**src/rtl/hvlatch_pkg.sv**
```systemverilog
package hvlatch_pkg;

  // Width of every stored raster value
  localparam int VAL_W = 9;

  // Strobes from control to datapath
  typedef struct packed {
    logic capture;  // store new raster values this cycle
    logic hHigh;    // horizontal port presents the high byte
    logic vHigh;    // vertical port presents the high byte
  } hvStrobes_t;

  // Byte selection: low byte is value[7:0]; high byte holds
  // value[7:1] in bits 7..1 and value[8] in bit 0.
  function automatic logic [7:0] pickByte(input logic [VAL_W-1:0] val,
                                          input logic hi);
    pickByte = hi ? {val[7:1], val[8]} : val[7:0];
  endfunction

endpackage

```
**src/rtl/hvlatch_ctrl.sv**
```systemverilog
module hvlatch_ctrl
  import hvlatch_pkg::*;
(
  input  logic       clk,
  input  logic       rst_n,
  input  logic       latchStrobe,
  input  logic       hRead,
  input  logic       vRead,
  output hvStrobes_t strobes
);

  localparam int AXES = 2;

  logic [AXES-1:0] readReq;
  logic [AXES-1:0] selQ;
  logic [AXES-1:0] selNow;

  assign readReq = {vRead, hRead};

  for (genvar a = 0; a < AXES; a++) begin : g_axis
    // a capture forces the low byte for this cycle and the next state
    assign selNow[a] = latchStrobe ? 1'b0 : selQ[a];

    always_ff @(posedge clk) begin
      if (!rst_n) begin
        selQ[a] <= 1'b0;
      end else if (readReq[a]) begin
        selQ[a] <= ~selNow[a];
      end else begin
        selQ[a] <= selNow[a];
      end
    end
  end

  always_comb begin
    strobes.capture = latchStrobe;
    strobes.hHigh   = selNow[0];
    strobes.vHigh   = selNow[1];
  end

endmodule

```
**src/rtl/hvlatch_dp.sv**
```systemverilog
module hvlatch_dp
  import hvlatch_pkg::*;
#(
  parameter int CYC_W       = 11,
  parameter int LINE_W      = 9,
  parameter int DIV_SHIFT   = 2,
  parameter int REFRESH_Q   = 128,
  parameter int REFRESH_ADJ = 10
) (
  input  logic              clk,
  input  logic              rst_n,
  input  logic [CYC_W-1:0]  cyclePos,
  input  logic [LINE_W-1:0] lineNum,
  input  hvStrobes_t        strobes,
  output logic [7:0]        hData,
  output logic [7:0]        vData
);

  localparam int QUOT_W = CYC_W - DIV_SHIFT;
  localparam int SUM_W  = (QUOT_W + 1 > VAL_W) ? QUOT_W + 1 : VAL_W;

  logic [QUOT_W-1:0] quot;
  logic [SUM_W-1:0]  hSum;
  logic [VAL_W-1:0]  hNew;
  logic [VAL_W-1:0]  vNew;
  logic [VAL_W-1:0]  hLat;
  logic [VAL_W-1:0]  vLat;
  logic [VAL_W-1:0]  hCur;
  logic [VAL_W-1:0]  vCur;

  // dot position with refresh-stall correction
  always_comb begin
    quot = cyclePos[CYC_W-1:DIV_SHIFT];
    hSum = SUM_W'(quot);
    if (hSum >= SUM_W'(REFRESH_Q)) begin
      hSum = hSum + SUM_W'(REFRESH_ADJ);
    end
    hNew = hSum[VAL_W-1:0];
  end

  // scanline, zero-extended or truncated to the stored width
  if (LINE_W >= VAL_W) begin : g_lineWide
    assign vNew = lineNum[VAL_W-1:0];
  end else begin : g_lineNarrow
    assign vNew = {{(VAL_W-LINE_W){1'b0}}, lineNum};
  end

  always_ff @(posedge clk) begin
    if (!rst_n) begin
      hLat <= '0;
      vLat <= '0;
    end else if (strobes.capture) begin
      hLat <= hNew;
      vLat <= vNew;
    end
  end

  // same-cycle capture and read sees the fresh value
  assign hCur = strobes.capture ? hNew : hLat;
  assign vCur = strobes.capture ? vNew : vLat;

  assign hData = pickByte(hCur, strobes.hHigh);
  assign vData = pickByte(vCur, strobes.vHigh);

endmodule

```
**src/rtl/hvlatch_top.sv**
```systemverilog
module hvlatch_top
  import hvlatch_pkg::*;
#(
  parameter int CYC_W       = 11,
  parameter int LINE_W      = 9,
  parameter int DIV_SHIFT   = 2,
  parameter int REFRESH_Q   = 128,
  parameter int REFRESH_ADJ = 10
) (
  input  logic              clk,
  input  logic              rst_n,
  input  logic [CYC_W-1:0]  cyclePos,
  input  logic [LINE_W-1:0] lineNum,
  input  logic              latchStrobe,
  input  logic              hRead,
  input  logic              vRead,
  output logic [7:0]        hData,
  output logic [7:0]        vData,
  output logic              irqFlagClr
);

  hvStrobes_t strobes;

  hvlatch_ctrl u_ctrl (
    .clk         (clk),
    .rst_n       (rst_n),
    .latchStrobe (latchStrobe),
    .hRead       (hRead),
    .vRead       (vRead),
    .strobes     (strobes)
  );

  hvlatch_dp #(
    .CYC_W       (CYC_W),
    .LINE_W      (LINE_W),
    .DIV_SHIFT   (DIV_SHIFT),
    .REFRESH_Q   (REFRESH_Q),
    .REFRESH_ADJ (REFRESH_ADJ)
  ) u_dp (
    .clk      (clk),
    .rst_n    (rst_n),
    .cyclePos (cyclePos),
    .lineNum  (lineNum),
    .strobes  (strobes),
    .hData    (hData),
    .vData    (vData)
  );

  assign irqFlagClr = strobes.capture;

endmodule

```
**config.mk**
```make
export PLATFORM = sky130hd
export DESIGN_NAME = hvlatch_top
export DESIGN_NICKNAME = d
export VERILOG_FILES = /design/src/rtl/hvlatch_pkg.sv /design/src/rtl/hvlatch_ctrl.sv /design/src/rtl/hvlatch_dp.sv /design/src/rtl/hvlatch_top.sv
export SDC_FILE = /design/constraint.sdc
export NUM_CORES = 1
export LEC_CHECK = 0
export BUFFER_PORTS_ARGS = -buffer_cell sky130_fd_sc_hd__buf_2
export CAP_MARGIN = 10
export CELL_PAD_IN_SITES_DETAIL_PLACEMENT = 0
export CELL_PAD_IN_SITES_GLOBAL_PLACEMENT = 1
export CORE_MARGIN = 2
export CORE_UTILIZATION = 34
export DETAILED_ROUTE_END_ITERATION = 8
export PLACE_DENSITY_LB_ADDON = 0.1
export SETUP_SLACK_MARGIN = 0.02
export SYNTH_ARGS = -nofsm -noshare
export SYNTH_HDL_FRONTEND = slang
export SYNTH_SLANG_ARGS = --single-unit
```
**constraint.sdc**
```tcl
create_clock -name clk -period 3.23 [get_ports clk]
set_input_delay 0.969 -clock clk [delete_from_list [all_inputs] [get_ports clk]]
set_output_delay 0.969 -clock clk [all_outputs]
set_load 0.02 [all_outputs]
```
Word level (Yosys, flattened, before mapping). Index checks and enable logic that the tools add are counted.

Bits in registers: 20. Output and inout port bits: 17. Word-level logic and storage cells: 17. Bits of input ports: 25.

Bitwise gates (word level): 2. $add $sub $neg: 1. Order comparisons: 1. Muxes and demuxes: 9.

Operator list (number): $mux 9 (3); $add 9x4->9 const B (1); $ge 9x8->1 const B (1); $mux 1 (6); $not 1->1 (2).

Longest topological paths before layout.
Depth after elaboration: 4. Mapped depth: 5. Mapped depth without buffers: 4.

Hierarchy. From an unflattened synthesis, not the netlist that was laid out.

Cell total of the unflattened synthesis: 127. Area, all modules: 1136.1 um^2.

Modules (own cells, without submodules): hvlatch_dp (cells each 116, instances 1, sequential area each 360.3 um^2, area each 1036.0 um^2); hvlatch_ctrl (cells each 11, instances 1, sequential area each 40.0 um^2, area each 100.1 um^2).

Least setup slack after synthesis. No wires, ideal clock.

Kind: input -> output. Start point: in cyclePos[10]. End point: out hData[7]. Buffers on the path: 2. Required time: 2.261 ns. Data arrival time: 1.924 ns. Stages on the path: 5. Setup slack: 0.337 ns. Cells stage by stage: buf_4 nand2_1 or3_2 a31oi_1 buf_4.

Longest elaborated chain between the ends: 3.

Ends and longest elaborated chain: start, declared (RTL line hvlatch_top.sv:12) `input logic [CYC_W-1:0] cyclePos,`; $ge 9x8->1 (RTL line hvlatch_dp.sv:35) `if (hSum >= SUM_W'(REFRESH_Q)) begin`; $mux 9 (RTL line hvlatch_dp.sv:35); $mux 9; end, declared (RTL line hvlatch_top.sv:17) `output logic [7:0] hData,`.

Every way passes these cells.

Worst setup path in the final report.
Start point: in cyclePos[3]. End point: out hData[7].

Longest elaborated chain between the ends: 3. Elaborated cells between the ends (all ways): 4. Those cells by class: add/sub (1); order compare (1); mux (2).

Ends and longest elaborated chain (RTL line): $add 9x4->9 / $ge 9x8->1 (equally long branches) (hvlatch_dp.sv:36, hvlatch_dp.sv:35); $mux 9 (*) (hvlatch_dp.sv:35); $mux 9 (*).

Mark *: on every way between the ends. The rest lies on a longest branch, timed or not.

==> run metrics <==
status=complete, no violations; Max-Slew Margin vs Limit=0.6911; detailed placement HPWL=between 1.5 and 2 mm; Synth Warn #=0; initial antenna violation count=0; pre-CTS setup slack=143.1 ps; Slew Viols, Final=0; instance count of the mapped netlist=123; Crit Path Max Fanout=4; Synth cell types=32; final number of setup-violating endpoints=0; CTS tree=done; TritonRoute pass-1 iters=2; via count=888; root buffer cell=clkbuf_4; post-synth top area cell=dfxtp_1; layout cells sized above 1=0.3836; Initial Util=0.3553; CP startpoint kind=input port; Worst-path clk slew=110 ps; post-layout util=0.4115; Core ar.=~3100 µm²; pwr dens=478.8 nW/µm²; First DRT Iteration DRCs=24; Worst Clk Skew=0 ps; number of port buffers=39; register area share after synthesis=0.3691; Overflow after GRT=0; nets=173; Tcrit/Tclk final=0.9587; chip height=roughly 60 µm; CTS resizes=0; Syn Area/Cell=8.819 µm²; Setup CP Type=input port to primary output; TritonCTS Sinks=20; Design Power=around 0.0006 W; vias in the first global route=769; Clock Latency Late Sink=~300 ps; Avg WL per Cell=about 11 µm; Post-CTS Setup Inserts=0; Yosys top cell area share=0.3691; Fmax achieved=between 300 and 400 MHz; Synth Net Count=149; CP Capture Type=primary output; Clock Path Buffers=2; htree depth=1; Area Growth Syn to Fin=15.80%; Row Count=20; Hold-fix buffers, CTS=0; MaxCap Viol Count=0; CP required=about 2300 ps; Period minus WS final=3096 ps; Final Hold Fails=0; synthesized cell area=1085 µm²; GP Congestion=just under 0.8; Max VDD drop=190.2 µV; I/O pins=42; Worst EP arrival=approximately 2100 ps; PnR worst setup slack=133.6 ps; TritonCTS buffer count=3; Synth area leaders=dfxtp_1 37%, buf_4 11%, mux2_2 7.3%, and2_1 4.6%, o21ai_0 3.7%; Yosys reg bits=20; DIE WIDTH=~60 µm; setup tns final=0 ps; routed wire length=2.047 mm; Slew @ Worst Pin=roughly 460 ps; DRC viols=0; Tot GR Track Use=0.1187; die area=3658 µm²; RSZ-0062 raised after global routing=false; Antenna Cells=0; Final ANT Viol Nets=0; Pleak=0.5506 nW; largest net degree at the start of global routing=27; Min-Delay Path Class=register to register; first-pass GRT wire length=3.222 mm; vias per cell=4.674
==> Yosys cell counts <==
cell and n:
xor2_1 2, nand2_1 4, a21oi_2 1, buf_4 16, nand2_2 1, dfxtp_1 20, o221ai_1 1, or3b_1 1
o21ai_0 8, nor2_1 10, a211oi_1 2, a21oi_1 5, or3_1 3, a31oi_1 5, nor2b_1 2, o31ai_1 1
mux2_2 7, buf_2 3, nand2b_1 3, a311oi_1 3, nand4_1 1, mux2i_1 3, o22ai_1 1, clkbuf_1 3
xnor2_1 2, or3_2 1, nand3_1 1, and2_1 8, o21bai_1 1, inv_1 2, ha_1 1, or4_4 1
==> layout make-up <==
class,count,area (µm²)
multi-input combinational,79,530.5
inverter,2,7.507
clock buffer,3,22.52
tap,44,55.05
fill,342,1797
timing repair buffer,41,210.2
clock inverter,1,30.03
sequential,20,400.4
==> cell families after synthesis <==
logic type / share of synthesized area
fa+ha+maj: 0.01153
compound gates: 0.1626
flops: 0.3691
buf+inv: 0.1419
mux: 0.1004
xor+xnor: 0.03230
simple gates: 0.1822
==> per-layer routing <==
metal,track usage,wire (µm)
met1,0.1469,983
met2,0.1972,939
met3,0.02559,108
met4,0.05590,15
met5,0,0
==> critical path, stage by stage <==
cell     delay, ps
buf_2          110
ha_1           210
nor2_1          50
or3_2          420
a31oi_1        180
buf_2          190
==> report_power, final <==
part	leakage (nW)	internal, W	switching [W]
Sequential	0.166	0.000263	0.00000516
Combinational	0.357	0.0000537	0.0000740
Clock	0.0279	0.000125	0.0000799
==> path summary, 6_finish.rpt <==
kind                              startpoint  cells past startpoint  slack, ps      endpoint
worst max-delay path             cyclePos[3]                      6        130      hData[7]
worst min-delay path            u_dp.vLat[0]                      2        480  u_dp.vLat[0]
worst max register to register  u_dp.vLat[1]                      2       2410  u_dp.vLat[1]
worst min register to register  u_dp.vLat[0]                      2        480  u_dp.vLat[0]
==> layout by cell type (no fill, tap or decap), drive strengths merged, types with 2 or more instances in the layout <==
master   n
o21ai    8
and2     8
clkbuf   3
a21oi    6
nand2b   3
a31oi    5
nor2b    2
or3      4
a311oi   3
inv      2
xor2     2
nand2    5
mux2i    3
xnor2    2
mux2     7
buf     41
a211oi   2
dfxtp   20
nor2    10
==> sequential cells by signal (all words and copies together) (netlist names) <==
name         flops
u_dp.hLat        9
u_dp.vLat        9
u_ctrl.selQ      2
==> metrics by stage <==
stage	cells	hold slack (ps)	instance area [µm²]
after CTS	190	482.0	1256
after floorplan	123	449.7	1085
final	190	480.3	1256
after global placement	186	456.3	1204
after global routing	190	500.0	1256
after detailed placement	186	462.4	1204
(Power assumes the default switching activity.)
